$ cat config.mk
export PLATFORM = sky130hd
export DESIGN_NAME = lsirq_bank
export DESIGN_NICKNAME = d
export VERILOG_FILES = /design/src/rtl/lsirq_pkg.sv /design/src/rtl/lsirq_detect.sv /design/src/rtl/lsirq_regs.sv /design/src/rtl/lsirq_notify_q.sv /design/src/rtl/lsirq_bank.sv
export SDC_FILE = /design/constraint.sdc
export NUM_CORES = 1
export LEC_CHECK = 0
export ABC_CLOCK_PERIOD_IN_PS = 5400
export BUFFER_PORTS_ARGS = -buffer_cell sky130_fd_sc_hd__buf_2
export CAP_MARGIN = 20
export CORE_MARGIN = 8
export CORE_UTILIZATION = 61
export CTS_CLUSTER_DIAMETER = 30
export DETAILED_ROUTE_END_ITERATION = 10
export HOLD_SLACK_MARGIN = 0.03
export PLACE_DENSITY_LB_ADDON = 0.12
export SLEW_MARGIN = 20
export SYNTH_ARGS = -nofsm -noshare
export SYNTH_HDL_FRONTEND = slang
export SYNTH_SLANG_ARGS = --single-unit
$ cat constraint.sdc
create_clock -name clk -period 5.4 [get_ports clk]
set_input_delay 1.08 -clock clk [delete_from_list [all_inputs] [get_ports clk]]
set_output_delay 1.08 -clock clk [all_outputs]
set_load 0.05 [all_outputs]
$ cat src/rtl/lsirq_pkg.sv
package lsirq_pkg;
  typedef enum logic [2:0] {
    RA_TYPE = 3'd0,
    RA_POL  = 3'd1,
    RA_EN   = 3'd2,
    RA_STS  = 3'd3,
    RA_CLR  = 3'd4,
    RA_ARM  = 3'd5
  } reg_addr_e;

  localparam logic [2:0] ADDR_W_CHECK = 3'd7;
endpackage

$ cat src/rtl/lsirq_detect.sv
module lsirq_detect #(
  parameter int unsigned NCH = 8
) (
  input  logic           clk,
  input  logic           rst_n,
  input  logic [NCH-1:0] irq_in,
  input  logic [NCH-1:0] type_q,
  input  logic [NCH-1:0] pol_q,
  output logic [NCH-1:0] hit
);
  logic [NCH-1:0] prev_q;

  always_ff @(posedge clk) begin
    if (!rst_n) prev_q <= '0;
    else        prev_q <= irq_in;
  end

  for (genvar g = 0; g < NCH; g++) begin : g_ch
    logic lvl_hit;
    logic rise;
    logic fall;
    always_comb begin
      lvl_hit = (irq_in[g] == pol_q[g]);
      rise    = irq_in[g] & ~prev_q[g];
      fall    = ~irq_in[g] & prev_q[g];
      if (type_q[g]) hit[g] = pol_q[g] ? rise : fall;
      else           hit[g] = lvl_hit;
    end
  end
endmodule

$ cat src/rtl/lsirq_regs.sv
module lsirq_regs
  import lsirq_pkg::*;
#(
  parameter int unsigned NCH = 8
) (
  input  logic           clk,
  input  logic           rst_n,
  input  logic           reg_wr,
  input  logic [2:0]     reg_addr,
  input  logic [NCH-1:0] reg_wdata,
  output logic [NCH-1:0] reg_rdata,
  input  logic [NCH-1:0] hit,
  output logic [NCH-1:0] type_q,
  output logic [NCH-1:0] pol_q,
  output logic [NCH-1:0] en_q,
  output logic [NCH-1:0] sts_q,
  output logic [NCH-1:0] notify
);
  logic [NCH-1:0] lat_q;
  logic [NCH-1:0] en_nx, lat_nx, sts_nx, clr;
  logic wr_type, wr_pol, wr_en, wr_clr, wr_arm;

  always_comb begin
    wr_type = reg_wr && (reg_addr == RA_TYPE);
    wr_pol  = reg_wr && (reg_addr == RA_POL);
    wr_en   = reg_wr && (reg_addr == RA_EN);
    wr_clr  = reg_wr && (reg_addr == RA_CLR);
    wr_arm  = reg_wr && (reg_addr == RA_ARM);

    en_nx = en_q;
    if (wr_en)  en_nx = reg_wdata;
    if (wr_arm) en_nx = en_q | reg_wdata;

    clr    = (wr_clr || wr_arm) ? reg_wdata : '0;
    lat_nx = ~clr & (lat_q | hit);
    sts_nx = ~clr & (sts_q | (lat_nx & en_nx));
    notify = sts_nx & ~sts_q;
  end

  always_ff @(posedge clk) begin
    if (!rst_n) begin
      type_q <= '0;
      pol_q  <= '1;
      en_q   <= '0;
      lat_q  <= '0;
      sts_q  <= '0;
    end else begin
      if (wr_type) type_q <= reg_wdata;
      if (wr_pol)  pol_q  <= reg_wdata;
      en_q  <= en_nx;
      lat_q <= lat_nx;
      sts_q <= sts_nx;
    end
  end

  always_comb begin
    unique case (reg_addr)
      RA_TYPE: reg_rdata = type_q;
      RA_POL:  reg_rdata = pol_q;
      RA_EN:   reg_rdata = en_q;
      RA_STS:  reg_rdata = sts_q;
      default: reg_rdata = '0;
    endcase
  end
endmodule

$ cat src/rtl/lsirq_notify_q.sv
module lsirq_notify_q #(
  parameter int unsigned NCH = 8,
  parameter int unsigned CW  = (NCH > 1) ? $clog2(NCH) : 1
) (
  input  logic           clk,
  input  logic           rst_n,
  input  logic [NCH-1:0] notify,
  input  logic           ntf_ready,
  output logic           ntf_valid,
  output logic [CW-1:0]  ntf_chan,
  output logic [NCH-1:0] pend_q
);
  logic          hold_q;
  logic [CW-1:0] hold_ch_q;
  logic [CW-1:0] low_ch;
  logic [NCH-1:0] pop_mask;
  logic          pop;

  always_comb begin
    low_ch = '0;
    for (int i = NCH - 1; i >= 0; i--) begin
      if (pend_q[i]) low_ch = CW'(i);
    end
    ntf_valid = |pend_q;
    ntf_chan  = hold_q ? hold_ch_q : low_ch;
    pop       = ntf_valid && ntf_ready;
    pop_mask  = '0;
    if (pop) pop_mask[ntf_chan] = 1'b1;
  end

  always_ff @(posedge clk) begin
    if (!rst_n) begin
      pend_q    <= '0;
      hold_q    <= 1'b0;
      hold_ch_q <= '0;
    end else begin
      pend_q    <= (pend_q & ~pop_mask) | notify;
      hold_q    <= ntf_valid && !ntf_ready;
      hold_ch_q <= ntf_chan;
    end
  end
endmodule

$ cat src/rtl/lsirq_bank.sv
module lsirq_bank #(
  parameter int unsigned NCH = 8,
  parameter int unsigned CW  = (NCH > 1) ? $clog2(NCH) : 1
) (
  input  logic           clk,
  input  logic           rst_n,
  input  logic [NCH-1:0] irq_in,
  input  logic           reg_wr,
  input  logic [2:0]     reg_addr,
  input  logic [NCH-1:0] reg_wdata,
  output logic [NCH-1:0] reg_rdata,
  output logic           ntf_valid,
  input  logic           ntf_ready,
  output logic [CW-1:0]  ntf_chan
);
  logic [NCH-1:0] hit, type_q, pol_q, en_q, sts_q, notify, pend_q;

  lsirq_detect #(.NCH(NCH)) u_detect (
    .clk(clk), .rst_n(rst_n), .irq_in(irq_in),
    .type_q(type_q), .pol_q(pol_q), .hit(hit)
  );

  lsirq_regs #(.NCH(NCH)) u_regs (
    .clk(clk), .rst_n(rst_n), .reg_wr(reg_wr), .reg_addr(reg_addr),
    .reg_wdata(reg_wdata), .reg_rdata(reg_rdata), .hit(hit),
    .type_q(type_q), .pol_q(pol_q), .en_q(en_q), .sts_q(sts_q),
    .notify(notify)
  );

  lsirq_notify_q #(.NCH(NCH), .CW(CW)) u_queue (
    .clk(clk), .rst_n(rst_n), .notify(notify), .ntf_ready(ntf_ready),
    .ntf_valid(ntf_valid), .ntf_chan(ntf_chan), .pend_q(pend_q)
  );
endmodule

==> metrics.cfg <==
[run_status]
outcome = finished clean

[grt]
grt_start_max_net_pins = 53
grt.overflow.total = 0
number_of_global_route_vias_before_repair = 2069
grtUsageMet1_pct = 21.9
grtUsageMet2_pct = 31.5
antenna_found_initial = 0
grt.met3_usage_pct = 6.06
grt_first_pass_wirelength_um = 9630
grtUsageTotal_pct = 19.0
grt-busiest-layer = met2

[route]
wire_per_inst_um = 15.6
via_count = 2188
drt_pass1_iterations = 4
routed_wl_um = 5990
dr.first_iter.drc_count = 123
antenna_violating_nets_post_route = 0
detail_route.vias_per_cell = 5.71
detail_route.drc_violations = 0

[setup_path]
worstPathMaxFanout = 14
worst_path_most_repeated_cell = sky130_fd_sc_hd__buf_2
criticalPathCategory = in -> out
critical-path-top-delay-family = multiplexers
worst_setup_path_end_kind = primary output
crit_path_max_incr_delay_ns = 0.55
setup.worst_path.start = reg_addr[0]
r2r_start = u_queue.pend_q[2]$_SDFF_PN0_
slowest_stage = sky130_fd_sc_hd__mux4_2
cp_data_required_time_ns = 4.32
crit_path_start_kind = input port
critPathArrivalTime_ns = 2.32
cp_cell_sequence = buf_2, mux4_2, nor2b_1, buf_2
cp.buffers_inverters = 2

[finish]
final_layout_size_suffix_gt1_share_pct = 20.2
fin_area_mm2 = 0.00305
layout.cells.most_common = sky130_fd_sc_hd__dfxtp_1
postLayoutCoreUtil_pct = 71.1
num_antenna_cells = 0
commonest_non_fill_non_tap_cells_in_the_layout = 60 x sky130_fd_sc_hd__dfxtp_1, 47 x sky130_fd_sc_hd__nand2_1, 34 x sky130_fd_sc_hd__buf_2
area_delta_synth_final_pct = 13.3
num-nets-final = 351

[power]
internal_power_consumption_uw = 732
pwr_density_cell_mw_per_mm2 = 337
p_comb_share_pct = 18.0
p_leak_uw = 0.00123
power_switching_uw = 298
power.ir.vdd_worst_uv = 317
swShare_pct = 28.9
power.sequential.fraction_pct = 47.1
p_clk_share_pct = 34.9

[run]
drv_cap = 0

[clock_network]
cts_max_level = 3
clk_sink_count = 60
cts.reportedPaths.clkPinSlew_ns = 0.06
worst_skew_pair.late_latency_ns = 0.34
cts_tree = yes
cts_setup_buffers = 0
cts_repair_resize_count = 0
cts_inserted_buffers = 9
clock-root-buffer = sky130_fd_sc_hd__clkbuf_8
cts_hold_buffers = 0
cts-root-to-sink-buffers = 2

[placed_design]
hpwlAfterDp_um = 4070
preCtsSetupSlack_ns = 1.97
number_of_buffers_added_on_ports = 34
dpl-instance-area_mm2 = 0.00288
gp_congestion = 0.869

[logic_synthesis]
synthesis.nets = 319
post_synthesis_compound_gate_area_fraction_pct = 15.4
multiplexer_share_of_the_synthesized_area_pct = 7.06
synthAdderAreaFrac_pct = 0
ys_seq_area_share_pct = 44.6
synth_top_cells_by_area = sky130_fd_sc_hd__dfxtp_1 45%, sky130_fd_sc_hd__mux4_2 6.7%, sky130_fd_sc_hd__nand2_1 6.5%
simple_gate_area_share_of_the_yosys_netlist_pct = 25.6
netlist.area_leader.share_pct = 44.6
yosysTopAreaCell = sky130_fd_sc_hd__dfxtp_1
avgSynthCellArea_um2 = 9.11
synth_enable_flop_cells = 0
ys.warnings.count = 0
post_synth_num_cell_types = 38
synth_flop_cell = sky130_fd_sc_hd__dfxtp_1
dominant_combinational_cell_family_by_area_after_synthesis = simple AND/OR/NAND/NOR gates
synthesized_cell_area_mm2 = 0.00270
xor_xnor_fraction_of_synth_area_pct = 5.20
synthesis.instances = 296
synth-async-reset-ratio_pct = 0
ys_ff_latch = 60

[floorplanning]
floorplan.initialDensity_pct = 62.8
fp.dieH_um = 82.5
dieArea_mm2 = 0.00680
coreArea_mm2 = 0.00429
design.portCount = 35
core.rowCount = 24
die_width_um = 82.5

[sta]
finalWorstSetupSlack_ns = 2.00
worst_slew_margin_rel_pct = 29.0
timing.final.hold_violations = 0
final_min_period_over_clock_period_pct = 62.9
finalWorstPathRequiredPeriod_ns = 3.40
timing.final.setup_violations = 0
max_freq_mhz = 294
hold-worst-slack_ns = 0.462
clock_tree_skew_after_final_layout_ns = 0.00524
totalNegativeSetupSlack_ns = 0
finalMaxSlewViolations = 0
timing_worst_slew_pin_value_ns = 1.06
rsz0062_at_grt = false

[hold_path]
hold_path_class = reg -> reg
min_from = u_regs.lat_q[4]$_SDFF_PN0_

power groups by stage:
stage	Combinational, µW	Sequential (µW)	Clock, µW
2_1_floorplan	144	489	0
3_3_place_gp	183	494	0
3_5_place_dp	186	495	0
4_1_cts	187	485	368
5_1_grt	201	488	388
6_report	186	485	360
cell families (layout without fill, tap and decap cells):
kind of cell,Yosys count,count (layout)
flops,60,60
xor+xnor,16,16
mux,9,9
simple gates,140,140
compound gates,56,56
buf+inv,15,50
final timing paths:
kind                             endpoint  slack [ns]  depth (start not counted)
max                          reg_rdata[3]        2.00                          4
max reg2reg  u_queue.pend_q[5]$_SDFF_PN0_        3.46                          6
min            u_regs.lat_q[4]$_SDFF_PN0_        0.46                          2
min reg2reg    u_regs.lat_q[4]$_SDFF_PN0_        0.46                          2
layer usage:
layer  vias to the layer above  wire, µm
met5                         -         0
met4                         0        92
met3                         9       335
met2                        42      2960
met1                      1036      2600
li1                       1101         -
metrics by stage:
step	total power (µW)	cells
floorplan	634	296
global placement	677	369
detailed placement	680	369
CTS	1040	383
global route	1080	383
finish	1030	383
final cells by class:
cell class | count | area [µm²]
Clock buffer | 12 | 165
Fill cell | 352 | 1240
Timing Repair Buffer | 34 | 170
Sequential cell | 60 | 1200
Clock inverter | 2 | 10.0
Inverter | 2 | 7.51
Tap cell | 52 | 65.1
Multi-Input combinational cell | 221 | 1440
Yosys cell counts, types with 2 or more instances:
cell type	number
sky130_fd_sc_hd__xnor2_1	8
sky130_fd_sc_hd__o21ba_2	8
sky130_fd_sc_hd__dfxtp_1	60
sky130_fd_sc_hd__clkbuf_1	10
sky130_fd_sc_hd__or4_1	4
sky130_fd_sc_hd__and2_1	12
sky130_fd_sc_hd__a22oi_1	8
sky130_fd_sc_hd__nand2_1	47
sky130_fd_sc_hd__mux4_2	8
sky130_fd_sc_hd__nor4_1	7
sky130_fd_sc_hd__o2111ai_1	2
sky130_fd_sc_hd__nand3_1	10
sky130_fd_sc_hd__o211ai_1	2
sky130_fd_sc_hd__a21boi_1	8
sky130_fd_sc_hd__xor2_1	8
sky130_fd_sc_hd__nor2_1	28
sky130_fd_sc_hd__a21oi_1	9
sky130_fd_sc_hd__nor3_1	4
sky130_fd_sc_hd__buf_2	2
sky130_fd_sc_hd__o31a_1	2
sky130_fd_sc_hd__nand2b_1	4
sky130_fd_sc_hd__o21ai_0	9
sky130_fd_sc_hd__nor2b_1	17
sky130_fd_sc_hd__a31o_1	5
worst register-to-register path, delay by kind of cell, from the launching register on:
family | cells | cell delay (ns)
AND/OR/NAND/NOR | 2 | 0.70
flip-flops | 1 | 0.35
AO/OA/AOI/OAI | 3 | 0.66
buffers and inverters | 1 | 0.12
state kept, by name, summed over array words and instances, names as in the netlist:
signal             count
u_regs.lat_q           8
u_queue.pend_q         8
u_regs.sts_q           8
u_regs.pol_q           8
u_queue.hold_q         1
u_regs.en_q            8
u_queue.hold_ch_q      3
u_detect.prev_q        8
u_regs.type_q          8
Power figures use the tool's default switching activity.
